===== src/rtl/cbr_pkg.sv =====
package cbr_pkg;
  localparam logic [5:0] OP_LEZAL = 6'h06;
  localparam logic [5:0] OP_GTZAL = 6'h07;
  localparam logic [5:0] OP_OVEQ  = 6'h08;
  localparam logic [5:0] OP_LEZ   = 6'h16;
  localparam logic [5:0] OP_GTZ   = 6'h17;
  localparam logic [5:0] OP_NVNE  = 6'h18;
  localparam logic [5:0] OP_BR    = 6'h32;
  localparam logic [5:0] OP_JZ    = 6'h36;
  localparam logic [5:0] OP_BRL   = 6'h3A;
  localparam logic [5:0] OP_JNZ   = 6'h3E;

  typedef enum logic [4:0] {
    C_ALWAYS, C_LEZ, C_GTZ, C_GEZ, C_LTZ,
    C_GEU, C_LTU, C_GE, C_LT, C_EQ, C_NE,
    C_EQZ_RT, C_NEZ_RT, C_EQZ_RS, C_NEZ_RS, C_OV, C_NOV
  } cond_e;

  typedef enum logic [1:0] {
    O_I16, O_I21, O_I26, O_REG
  } off_e;

  typedef struct packed {
    logic  is_cb;
    logic  ri;
    logic  link;
    cond_e cond;
    off_e  off;
  } dec_t;
endpackage


===== src/rtl/cbr_decode.sv =====
module cbr_decode
  import cbr_pkg::*;
(
  input  logic [31:0] insn_i,
  output dec_t        dec_o
);
  logic [5:0] op;
  logic [4:0] rsn, rtn;
  assign op  = insn_i[31:26];
  assign rsn = insn_i[25:21];
  assign rtn = insn_i[20:16];

  always_comb begin
    dec_o = '{is_cb: 1'b0, ri: 1'b0, link: 1'b0, cond: C_ALWAYS, off: O_I16};
    case (op)
      OP_LEZAL, OP_GTZAL: begin
        // rt==0 belongs to the delayed legacy form
        if (rtn != '0) begin
          dec_o.is_cb = 1'b1;
          if (rsn == '0) begin
            dec_o.link = 1'b1;
            dec_o.cond = (op == OP_LEZAL) ? C_LEZ : C_GTZ;
          end else if (rsn == rtn) begin
            dec_o.link = 1'b1;
            dec_o.cond = (op == OP_LEZAL) ? C_GEZ : C_LTZ;
          end else begin
            dec_o.cond = (op == OP_LEZAL) ? C_GEU : C_LTU;
          end
        end
      end
      OP_LEZ, OP_GTZ: begin
        dec_o.is_cb = 1'b1;
        if (rtn == '0) begin
          dec_o.ri = 1'b1;
        end else if (rsn == '0) begin
          dec_o.cond = (op == OP_LEZ) ? C_LEZ : C_GTZ;
        end else if (rsn == rtn) begin
          dec_o.cond = (op == OP_LEZ) ? C_GEZ : C_LTZ;
        end else begin
          dec_o.cond = (op == OP_LEZ) ? C_GE : C_LT;
        end
      end
      OP_OVEQ, OP_NVNE: begin
        dec_o.is_cb = 1'b1;
        if (rsn >= rtn) begin
          dec_o.cond = (op == OP_OVEQ) ? C_OV : C_NOV;
        end else if (rsn == '0) begin
          dec_o.link = 1'b1;
          dec_o.cond = (op == OP_OVEQ) ? C_EQZ_RT : C_NEZ_RT;
        end else begin
          dec_o.cond = (op == OP_OVEQ) ? C_EQ : C_NE;
        end
      end
      OP_BR, OP_BRL: begin
        dec_o.is_cb = 1'b1;
        dec_o.off   = O_I26;
        dec_o.link  = (op == OP_BRL);
      end
      OP_JZ, OP_JNZ: begin
        dec_o.is_cb = 1'b1;
        if (rsn != '0) begin
          dec_o.off  = O_I21;
          dec_o.cond = (op == OP_JZ) ? C_EQZ_RS : C_NEZ_RS;
        end else begin
          dec_o.off  = O_REG;
          dec_o.link = (op == OP_JNZ);
        end
      end
      default: ;
    endcase
  end
endmodule


===== src/rtl/cbr_cond.sv =====
module cbr_cond
  import cbr_pkg::*;
#(
  parameter int XLEN = 64
) (
  input  cond_e           cond_i,
  input  logic [XLEN-1:0] rs_val_i,
  input  logic [XLEN-1:0] rt_val_i,
  output logic            hit_o
);
  logic        rt_neg, rt_zero, rs_zero;
  logic        bad_rs, bad_rt, sum_ov, ov;
  logic [31:0] sum32;

  assign rt_neg  = rt_val_i[XLEN-1];
  assign rt_zero = (rt_val_i == '0);
  assign rs_zero = (rs_val_i == '0);

  generate
    if (XLEN > 32) begin : g_wide
      assign bad_rs = (rs_val_i[XLEN-1:32] != {(XLEN-32){rs_val_i[31]}});
      assign bad_rt = (rt_val_i[XLEN-1:32] != {(XLEN-32){rt_val_i[31]}});
    end else begin : g_narrow
      assign bad_rs = 1'b0;
      assign bad_rt = 1'b0;
    end
  endgenerate

  assign sum32  = rs_val_i[31:0] + rt_val_i[31:0];
  assign sum_ov = (sum32[31] ^ rs_val_i[31]) & (sum32[31] ^ rt_val_i[31]);
  assign ov     = bad_rs | bad_rt | sum_ov;

  always_comb begin
    case (cond_i)
      C_ALWAYS: hit_o = 1'b1;
      C_LEZ:    hit_o = rt_neg | rt_zero;
      C_GTZ:    hit_o = !rt_neg && !rt_zero;
      C_GEZ:    hit_o = !rt_neg;
      C_LTZ:    hit_o = rt_neg;
      C_GEU:    hit_o = (rs_val_i >= rt_val_i);
      C_LTU:    hit_o = (rs_val_i < rt_val_i);
      C_GE:     hit_o = ($signed(rs_val_i) >= $signed(rt_val_i));
      C_LT:     hit_o = ($signed(rs_val_i) < $signed(rt_val_i));
      C_EQ:     hit_o = (rs_val_i == rt_val_i);
      C_NE:     hit_o = (rs_val_i != rt_val_i);
      C_EQZ_RT: hit_o = rt_zero;
      C_NEZ_RT: hit_o = !rt_zero;
      C_EQZ_RS: hit_o = rs_zero;
      C_NEZ_RS: hit_o = !rs_zero;
      C_OV:     hit_o = ov;
      C_NOV:    hit_o = !ov;
      default:  hit_o = 1'b0;
    endcase
  end
endmodule


===== src/rtl/cbr_target.sv =====
module cbr_target
  import cbr_pkg::*;
#(
  parameter int XLEN = 64
) (
  input  logic [31:0]     insn_i,
  input  off_e            off_i,
  input  logic [XLEN-1:0] pc_i,
  input  logic [XLEN-1:0] rt_val_i,
  input  logic            awrap_i,
  output logic [XLEN-1:0] target_o,
  output logic [XLEN-1:0] link_val_o
);
  localparam int INSN_BYTES = 4;

  logic [XLEN-1:0] pc_next, base, off, sum;

  assign pc_next    = pc_i + XLEN'(INSN_BYTES);
  assign link_val_o = pc_next;

  always_comb begin
    case (off_i)
      O_I21:   off = {{(XLEN-23){insn_i[20]}}, insn_i[20:0], 2'b00};
      O_I26:   off = {{(XLEN-28){insn_i[25]}}, insn_i[25:0], 2'b00};
      O_REG:   off = {{(XLEN-16){insn_i[15]}}, insn_i[15:0]};
      default: off = {{(XLEN-18){insn_i[15]}}, insn_i[15:0], 2'b00};
    endcase
  end

  assign base = (off_i == O_REG) ? rt_val_i : pc_next;
  assign sum  = base + off;

  generate
    if (XLEN > 32) begin : g_wrap
      assign target_o = awrap_i ? {{(XLEN-32){sum[31]}}, sum[31:0]} : sum;
    end else begin : g_nowrap
      logic unused_wrap;
      assign unused_wrap = awrap_i;
      assign target_o    = sum;
    end
  endgenerate
endmodule


===== src/rtl/cbr_resolve.sv =====
module cbr_resolve
  import cbr_pkg::*;
#(
  parameter int XLEN = 64
) (
  input  logic            clk_i,
  input  logic            rst_ni,
  input  logic            valid_i,
  input  logic [31:0]     insn_i,
  input  logic [XLEN-1:0] rs_val_i,
  input  logic [XLEN-1:0] rt_val_i,
  input  logic [XLEN-1:0] pc_i,
  input  logic            in_dslot_i,
  input  logic            awrap_i,
  output logic            out_valid_o,
  output logic            taken_o,
  output logic [XLEN-1:0] target_o,
  output logic            link_we_o,
  output logic [XLEN-1:0] link_val_o,
  output logic            ri_exc_o,
  output logic            not_cbr_o
);
  dec_t            dec;
  logic            hit, exc_d, taken_d, link_d;
  logic [XLEN-1:0] target_d, link_val_d;

  cbr_decode u_dec (
    .insn_i (insn_i),
    .dec_o  (dec)
  );

  cbr_cond #(.XLEN(XLEN)) u_cond (
    .cond_i   (dec.cond),
    .rs_val_i (rs_val_i),
    .rt_val_i (rt_val_i),
    .hit_o    (hit)
  );

  cbr_target #(.XLEN(XLEN)) u_tgt (
    .insn_i     (insn_i),
    .off_i      (dec.off),
    .pc_i       (pc_i),
    .rt_val_i   (rt_val_i),
    .awrap_i    (awrap_i),
    .target_o   (target_d),
    .link_val_o (link_val_d)
  );

  assign exc_d   = dec.is_cb && (dec.ri || in_dslot_i);
  assign taken_d = dec.is_cb && !exc_d && hit;
  assign link_d  = dec.is_cb && !exc_d && dec.link;

  always_ff @(posedge clk_i or negedge rst_ni) begin
    if (!rst_ni) begin
      out_valid_o <= 1'b0;
      taken_o     <= 1'b0;
      link_we_o   <= 1'b0;
      ri_exc_o    <= 1'b0;
      not_cbr_o   <= 1'b0;
      target_o    <= '0;
      link_val_o  <= '0;
    end else begin
      out_valid_o <= valid_i;
      taken_o     <= valid_i && taken_d;
      link_we_o   <= valid_i && link_d;
      ri_exc_o    <= valid_i && exc_d;
      not_cbr_o   <= valid_i && !dec.is_cb;
      if (valid_i) begin
        target_o   <= target_d;
        link_val_o <= link_val_d;
      end
    end
  end

  p_out_valid_r1: assert property (@(posedge clk_i) disable iff (!rst_ni)
    valid_i |=> out_valid_o);

  p_idle_quiet_r1: assert property (@(posedge clk_i) disable iff (!rst_ni)
    !valid_i |=> !taken_o && !link_we_o && !ri_exc_o && !not_cbr_o);

  p_legacy_handoff_r2: assert property (@(posedge clk_i) disable iff (!rst_ni)
    valid_i && insn_i[31:26] == OP_LEZAL && insn_i[20:16] == 5'd0
    |=> not_cbr_o && !taken_o && !ri_exc_o && !link_we_o);

  p_zero_rt_ri_r5: assert property (@(posedge clk_i) disable iff (!rst_ni)
    valid_i && insn_i[31:26] == OP_GTZ && insn_i[20:16] == 5'd0 |=> ri_exc_o);

  p_jump_taken_r8: assert property (@(posedge clk_i) disable iff (!rst_ni)
    valid_i && insn_i[31:26] == OP_JZ && insn_i[25:21] == 5'd0 && !in_dslot_i
    |=> taken_o && !link_we_o);

  p_balc_link_r9: assert property (@(posedge clk_i) disable iff (!rst_ni)
    valid_i && insn_i[31:26] == OP_BRL && !in_dslot_i
    |=> taken_o && link_we_o);

  p_dslot_exc_r11: assert property (@(posedge clk_i) disable iff (!rst_ni)
    valid_i && in_dslot_i && dec.is_cb |=> ri_exc_o);

  p_exc_suppress_r11: assert property (@(posedge clk_i) disable iff (!rst_ni)
    ri_exc_o |-> !taken_o && !link_we_o && !not_cbr_o);

  p_link_value_r13: assert property (@(posedge clk_i) disable iff (!rst_ni)
    valid_i |=> link_val_o == $past(pc_i) + XLEN'(4));
endmodule


===== config.mk =====
export PLATFORM = sky130hd
export DESIGN_NAME = cbr_resolve
export DESIGN_NICKNAME = d
export VERILOG_FILES = /design/src/rtl/cbr_pkg.sv /design/src/rtl/cbr_decode.sv /design/src/rtl/cbr_cond.sv /design/src/rtl/cbr_target.sv /design/src/rtl/cbr_resolve.sv
export SDC_FILE = /design/constraint.sdc
export NUM_CORES = 1
export LEC_CHECK = 0
export BUFFER_PORTS_ARGS = -buffer_cell sky130_fd_sc_hd__buf_2
export CORE_UTILIZATION = 50
export DETAILED_ROUTE_END_ITERATION = 8
export PLACE_DENSITY = 0.79
export SETUP_SLACK_MARGIN = 0.2
export SYNTH_ARGS = -nofsm -noshare
export SYNTH_HDL_FRONTEND = slang
export SYNTH_SLANG_ARGS = --single-unit

===== constraint.sdc =====
create_clock -name clk_i -period 0.8 [get_ports clk_i]
set_input_delay 0.16 -clock clk_i [delete_from_list [all_inputs] [get_ports clk_i]]
set_output_delay 0.16 -clock clk_i [all_outputs]
set_load 0.02 [all_outputs]

==> flow_summary_export.csv, run 1 <==
group,metric,value,unit
logic_synthesis,ys_seq_elements,133,
place,dp_slack,-4.24,ns
floorplanning,die_h,169,um
clock_tree,clock_sinks,133,
logic_synthesis,seq_area_frac_synth,0.238,
logic_synthesis,synth_top_area_frac,0.238,
clock_tree,cts_root_buffer,"clkbuf_16",
clock_tree,cts_buffer_depth,2,
global_route,grt_max_degree,49,
place,dp_hpwl,53100,um
place,port_buffers,361,
place,gp_congestion,1.07,
logic_synthesis,syn_inst,1813,
floorplanning,die_w,169,um
timing,grt_repair_worst_endpoint,"target_o[42]$_DFFE_PN0P_/D",
logic_synthesis,synthTopCellsByCount,"a21oi_1, nor2_1, ha_1",
timing,worst-ep-kind,"register input",
logic_synthesis,netlist_area,14000,sq um
logic_synthesis,synthTopCellsByArea,"dfrtp_1, ha_1, a21oi_1",
clock_tree,cts_made_buffers,17,
clock_tree,cts.htree.levels,4,
outcome,error_line,"[ERROR GRT-0232] Routing congestion too high. Check the congestion heatmap in the GUI.",
logic_synthesis,yosysWarnings,0,
logic_synthesis,synth_nets,2204,
global_route,grt_use_total,0.859,
floorplanning,initial_utilization,0.515,
floorplanning,rows,60,
global_route,overflow,542,
logic_synthesis,syn_area_per_cell,7.72,sq um
outcome,haltStage,"global routing",
logic_synthesis,synthMostInstantiatedCell,"a21oi_1",
logic_synthesis,synth_top_area_cell,"dfrtp_1",
logic_synthesis,ys.flop_type,"dfrtp_1",
floorplanning,ioPinCount,362,
outcome,status,"did not finish",
place,dpl_cell_area,21500,sq um
logic_synthesis,yosysUniqueCellTypes,81,
logic_synthesis,async_reset_ff_frac,1.00,
logic_synthesis,synth_enable_flop_cells,0,
[routing by layer]
layer,global-route usage,GRT overflow
met5,0.301,0
met2,1.03,344
met1,0.829,6
met3,0.704,5
met4,0.939,187
[cells by family after synthesis]
kind of cell	count (synthesis)	share of synthesized area
AO/OA/AOI/OAI	512	0.227
AND/OR/NAND/NOR	657	0.225
XOR/XNOR	125	0.0782
multiplexers	45	0.0359
buffers and inverters	176	0.0482
flip-flops	133	0.238
adder cells (fa/ha/maj)	165	0.147
[per-stage QoR]
| step | hold slack [ns] | instances |
|---|---|---|
| CTS | -0.397 | 3196 |
| global placement | 0.0621 | 3113 |
| floorplan | -0.136 | 1813 |
| detailed placement | 0.0693 | 3113 |
[what timing repair did]
action	4_1_cts
pin swaps	111
hold endpoints to repair	135
setup buffers	49
resized for setup	256
gates cloned	2
setup endpoints to repair	265
==> inputs of run 2 (changes only) <==
CORE_UTILIZATION = 40   (was 50)
PLACE_DENSITY = unset   (was 0.79)
PLACE_DENSITY_LB_ADDON = 0.15   (was unset)
SETUP_SLACK_MARGIN = unset   (was 0.2)
clock period = 1 ns   (was 0.8 ns; I/O delays follow)
==> run 2 against run 1 <==
Against the previous run:
- the flow now finishes, with violations (negative setup slack)
- synthesized cell count unchanged
- area after synthesis unchanged
==> flow_summary_export.csv, run 2 <==
group,metric,value,unit
setup_path,crit_fanout,11,
global_route,overflow,0,
floorplanning,dieArea,35800,sq um
drt,final_antenna_net_count,0,
global_route,grt_pass1_vias,18300,
timing,hold_viol_final,0,
finish,nNetsFinal,3226,
finish,design_area,25100,sq um
logic_synthesis,ys_seq_elements,133,
setup_path,crit_buf_inv,5,
outcome,status,"finished, violations left",
finish,drive_gt1_frac,0.532,
logic_synthesis,yosysUniqueCellTypes,81,
place,gp_congestion,1.02,
setup_path,critPathTopFamily,"compound AO/OA/AOI/OAI gates",
global_route,grt_antenna_before_repair,9,
drt,drc_errors,0,
place,dp_slack,-3.98,ns
clock_tree,cts.htree.levels,4,
min_path,min_from,"pc_i[0]",
timing,max_freq,228,MHz
setup_path,critPathMaxStageDelay,0.49,ns
timing,fin_worst_skew,0,ns
logic_synthesis,synth_top_area_frac,0.238,
timing,drv_slew,0,
min_path,hold_path_class,"in2reg",
logic_synthesis,synthMostInstantiatedCell,"a21oi_1",
setup_path,reg2reg_to,"target_o[29]",
clock_tree,clkTransAtPathRegs,0.07,ns
finish,top_regs,"link_val_o: 64 flops, target_o: 64 flops",
floorplanning,rows,68,
global_route,grt_use_total,0.372,
setup_path,cp.required,1.34,ns
setup_path,cp-end-kind,"register",
drt,drt_pass1_iterations,5,
logic_synthesis,synth_nets,2204,
logic_synthesis,async_reset_ff_frac,1.00,
job,cap_violations,0,
clock_tree,cts_made_buffers,17,
logic_synthesis,syn_area_per_cell,7.72,sq um
logic_synthesis,ys.flop_type,"dfrtp_1",
timing,worstMarginPinSlew,0.859,ns
setup_path,startpoint_type,"input port",
setup_path,r2r_start,"target_o[29]",
timing,relSlewSlack,0.421,
drt,drtIter0Drc,1176,
outcome,violations,"negative setup slack",
timing,grt_setup_unrepaired,"yes",
setup_path,path_class,"in2reg",
floorplanning,initial_utilization,0.406,
logic_synthesis,synth_top_area_cell,"dfrtp_1",
drt,drt_wl_total,68300,um
place,dp_hpwl,53500,um
setup_path,worstPathArrival,4.73,ns
clock_tree,clk-insertion-delay-late,0.46,ns
place,port_buffers,361,
timing,post-route-period-util,4.39,
floorplanning,ioPinCount,362,
timing,layout_min_cycle_time,4.39,ns
power,power,27600,uW
drt,wire_per_inst,20.6,um
finish,fill_cells,2713,
setup_path,rr_worst_depth,1,
finish,layout_common_cells,"buf_4, buf_2, nor2_1",
floorplanning,core-area,34500,sq um
power,peakVddDrop,1.28,mV
logic_synthesis,seq_area_frac_synth,0.238,
logic_synthesis,yosysWarnings,0,
setup_path,rrSetupSlack,0.17,ns
power,p_leak,0.0122,uW
min_path,hold_depth,2,
min_path,holdPathEnd,"link_val_o[0]",
logic_synthesis,synth_enable_flop_cells,0,
global_route,grt_pass1_wl,102000,um
setup_path,crit_cells,23,
clock_tree,cts_tree,"yes",
setup_path,crit_slowest_cell,"or4_4",
floorplanning,die_h,189,um
place,dpl_cell_area,21700,sq um
power,p_per_area,1100,nW/um^2
drt,vias_per_cell,5.52,
timing,worst_slack,-3.39,ns
setup_path,crit_path_cell_trace,"buf_6 > or3_4 > or4_4 > buf_12 > buf_12 > a21oi_2 > ha_4 > buf_4 > a21oi_2 > o21ai_1 > a311oi_2 > o221a_4 > o31ai_4 > a31o_4 > a2bb2oi_4 > o21ai_2 > a41o_4 > buf_6 > a31o_4 > a211oi_4 > o21ai_2 > a211oi_2 > nor3_2",
finish,final_common_cell,"buf_4",
global_route,grt_max_degree,61,
logic_synthesis,synthTopCellsByArea,"dfrtp_1, ha_1, a21oi_1",
finish,fin_util,0.728,
clock_tree,cts_buffer_depth,2,
timing,setup_viol,256,
finish,area_growth,79.1,%
logic_synthesis,netlist_area,14000,sq um
clock_tree,cts_root_buffer,"clkbuf_16",
clock_tree,clock_sinks,133,
timing,fin_setup_tns,-238.30,ns
drt,dr_total_vias,18300,
floorplanning,die_w,189,um
logic_synthesis,synthTopCellsByCount,"a21oi_1, nor2_1, ha_1",
logic_synthesis,syn_inst,1813,
-- run 2: repair_timing --
action                     CTS  global route
pin swaps                  128           160
setup endpoints to repair  255           257
resized for setup          253           224
buffers inserted            37            33
hold endpoints to repair   133             0
gates cloned                 4             0
hold buffers                 1             0
-- run 2: how the worst max path moves through the flow --
stage              endpoint  startpoint  slack [ns]
2_1_floorplan  target_o[59]  insn_i[21]       -4.09
3_3_place_gp   target_o[61]  insn_i[21]       -3.93
3_5_place_dp   target_o[62]  insn_i[21]       -3.98
4_1_cts        target_o[61]  insn_i[23]       -3.36
5_1_grt        target_o[59]  insn_i[23]       -3.50
6_report       target_o[59]  insn_i[23]       -3.39
-- run 2: cell families (layout without fill, tap and decap cells) --
logic type / count (synthesis) / in the layout / share of synthesized area
adders and majority gates: 165 / 165 / 0.147
and+or+nand+nor: 657 / 660 / 0.225
muxes: 45 / 45 / 0.0359
other: 0 / 6 / 0
AOI/OAI and AO/OA: 512 / 512 / 0.227
buffers and inverters: 176 / 1208 / 0.0482
xor gates and xnor gates: 125 / 125 / 0.0782
DFF: 133 / 133 / 0.238
-- run 2: cell type report --
type	instances	area, sq um	area share
multi-input combinational	1507	12400	0.494
timing repair buffer	1071	7750	0.309
sequential	133	3330	0.133
tap	455	569	0.0227
clock buffer	18	439	0.0175
inverter	105	409	0.0163
clock inverter	14	160	0.00639
antenna	6	15.0	0.000599
-- run 2: report_power, final --
group	leakage, uW	internal, uW	switching, uW
Combinational	0.0104	6720	7360
Sequential	0.00151	6270	591
Clock	0.000290	3600	3070
Total	0.0122	16600	11000
-- run 2: per-stage QoR --
step | hold slack [ns] | std cells
4_1_cts | 0.00967 | 3279
2_1_floorplan | -0.0956 | 1813
3_3_place_gp | 0.0862 | 3208
6_report | 0.0260 | 3309
3_5_place_dp | 0.0808 | 3208
5_1_grt | 0.0304 | 3307
-- run 2: routing by layer --
metal | track usage | vias to the layer above | part of all wire
li1 | - | 8592 | -
met1 | 0.462 | 8727 | 0.41
met2 | 0.628 | 768 | 0.47
met3 | 0.0678 | 182 | 0.071
met4 | 0.166 | 8 | 0.049
met5 | 0 | - | 0.00076
Power figures use the tool's default switching activity.
==> inputs of run 3 (changes only) <==
CORE_MARGIN = 2   (was unset)
clock period = 5.15 ns   (was 1 ns; I/O delays follow)
==> run 3 against run 2 <==
Against the previous run:
- the run still ends with negative setup slack left
- via count decreased by 9.0%
- design area decreased by 20%
- die area increased by 2.1%
- first-iteration DRC count decreased by 2.5%
- power decreased by 83%
- worst hold slack improved by 0.45 ns
- sequential share of layout area increased by 3.2 points
- clock power decreased by 82%
- utilization decreased by 14 points
- register-to-register slack improved by 4.2 ns
- routed wire length decreased by 11%
- sequential power decreased by 81%
- critical endpoint unchanged
- largest cell class unchanged
==> flow_summary_export.csv, run 3 (synthesis gave the netlist of run 2 again) <==
group,metric,value,unit
clock_tree,clock_sinks,133,
timing,hold_viol_final,0,
place,dp_hpwl,49500,um
timing,worstMarginPinSlew,0.774,ns
power,p_sw,1910,uW
setup_path,worstPathArrival,5.63,ns
min_path,hold_depth,1,
drt,drtIter0Drc,1147,
power,p_per_area,233,nW/um^2
setup_path,critPathMaxStageDelay,0.67,ns
setup_path,crit_path_cell_trace,"buf_6 > or3_4 > or4_4 > buf_6 > buf_4 > nor2_1 > a21oi_1 > ha_1 > nand4_1 > o21bai_1 > a221oi_4 > o221a_4 > o31ai_4 > a31o_4 > a2bb2oi_4 > o21ai_2 > a41o_4 > a31o_4 > a211oi_4 > o21ai_2 > and4_4 > nor3_2",
finish,top_regs,"link_val_o: 64 flops, target_o: 64 flops",
floorplanning,core-area,34500,sq um
setup_path,cp-end-kind,"register",
setup_path,reg2reg_to,"target_o[13]",
global_route,grt_pass1_vias,16200,
power,power_frac_clock,0.260,
drt,dr_total_vias,16600,
clock_tree,clk-insertion-delay-late,0.45,ns
finish,nNetsFinal,2893,
setup_path,crit_slowest_cell,"or4_4",
floorplanning,die_w,191,um
power,peakVddDrop,0.258,mV
clock_tree,cts_made_buffers,17,
global_route,grt_max_degree,88,
outcome,status,"finished, violations left",
power,combPwrFrac,0.460,
timing,layout_min_cycle_time,5.25,ns
power,swShare,0.406,
finish,layout_common_cells,"buf_4, buf_2, a21oi_1",
job,cap_violations,0,
outcome,violations,"negative setup slack",
finish,drive_gt1_frac,0.367,
timing,relSlewSlack,0.479,
global_route,grt_antenna_before_repair,6,
setup_path,rrSetupSlack,4.37,ns
finish,final_common_cell,"buf_4",
clock_tree,cts.htree.levels,4,
place,dp_slack,-0.717,ns
drt,drc_errors,0,
clock_tree,cts_buffer_depth,2,
clock_tree,cts_tree,"yes",
global_route,overflow,0,
timing,worst_slack,-0.104,ns
power,seqPwrFrac,0.280,
timing,drv_slew,0,
timing,max_freq,190,MHz
setup_path,path_class,"in2reg",
place,gp_congestion,0.997,
clock_tree,clkTransAtPathRegs,0.07,ns
global_route,grt_use_total,0.328,
place,port_buffers,361,
power,power.internal,2790,uW
timing,post-route-period-util,1.02,
clock_tree,cts_root_buffer,"clkbuf_16",
clock_tree,hold_buffers,0,
floorplanning,die_h,191,um
min_path,min_from,"target_o[42]",
setup_path,r2r_start,"target_o[13]",
floorplanning,ioPinCount,362,
floorplanning,initial_utilization,0.405,
timing,fin_worst_skew,0,ns
drt,vias_per_cell,5.59,
power,p_leak,0.00983,uW
setup_path,rr_worst_depth,1,
drt,drt_wl_total,60500,um
floorplanning,dieArea,36500,sq um
timing,setup_viol,8,
timing,grt_setup_unrepaired,"yes",
min_path,hold_path_class,"reg2reg",
drt,drt_pass1_iterations,7,
floorplanning,rows,68,
setup_path,cp.required,5.53,ns
power,power,4710,uW
finish,area_growth,44.1,%
setup_path,startpoint_type,"input port",
drt,final_antenna_net_count,0,
drt,wire_per_inst,20.3,um
setup_path,crit_fanout,8,
global_route,grt_pass1_wl,91700,um
min_path,holdPathEnd,"target_o[42]",
-- run 3: power by group through the flow --
stage	clock [uW]	sequential (uW)	combinational [uW]
after floorplan	0	1540	902
after global placement	0	1340	2060
after detailed placement	0	1330	2080
after CTS	1240	1320	2120
after global routing	1290	1340	2340
final	1220	1320	2160
-- run 3: worst max-delay path by stage --
stage	startpoint	endpoint	slack, ns	cells past startpoint
after global routing	pc_i[3]	target_o[60]	-0.28	27
after CTS	insn_i[23]	target_o[63]	-0.09	20
after global placement	insn_i[21]	target_o[63]	-0.62	21
after detailed placement	insn_i[21]	target_o[63]	-0.72	20
after floorplan	insn_i[21]	target_o[59]	-0.77	23
final	insn_i[23]	target_o[59]	-0.10	22
-- run 3: repair_timing --
item | 4_1_cts | 5_1_grt
buffers inserted | 9 | 4
gates cloned | 3 | 0
hold endpoints to repair | 0 | 0
pin swaps | 23 | 10
gates resized for setup | 38 | 49
endpoints found under the setup margin | 18 | 25
-- run 3: per-stage QoR --
step,hold slack (ns),setup TNS [ns],util,instances,area [sq um]
after floorplan,0.591,-8.96,-,1813,14200
after global placement,0.459,-13.37,0.551,2922,19000
after detailed placement,0.463,-15.52,0.551,2922,19000
after CTS,0.479,-0.137,0.576,2966,19900
after global routing,0.487,-2.61,0.584,2972,20200
final,0.478,-0.414,0.584,2978,20200
-- run 3: layout make-up --
type | instances | area, sq um
clock buffers | 17 | 425
inverters | 105 | 394
repair buffers | 740 | 4770
multi-input cells | 1505 | 10500
diodes | 8 | 20.0
flip-flops and latches | 133 | 3330
well taps | 455 | 569
fillers | 3359 | 14400
clock inverters | 15 | 141
-- run 3: per-layer routing --
metal | part of all wire | GRT usage | vias up
li1 | - | - | 7963
met1 | 0.43 | 0.422 | 7854
met2 | 0.45 | 0.542 | 696
met3 | 0.084 | 0.0681 | 120
met4 | 0.035 | 0.119 | 2
met5 | 0.00021 | 0 | -
-- run 3: worst max-delay path, delay by kind of cell --
family          cells  cell delay [ns]
compound gates     12             2.22
simple gates        6             1.61
fa+ha+maj           1             0.35
buf+inv             3             0.41
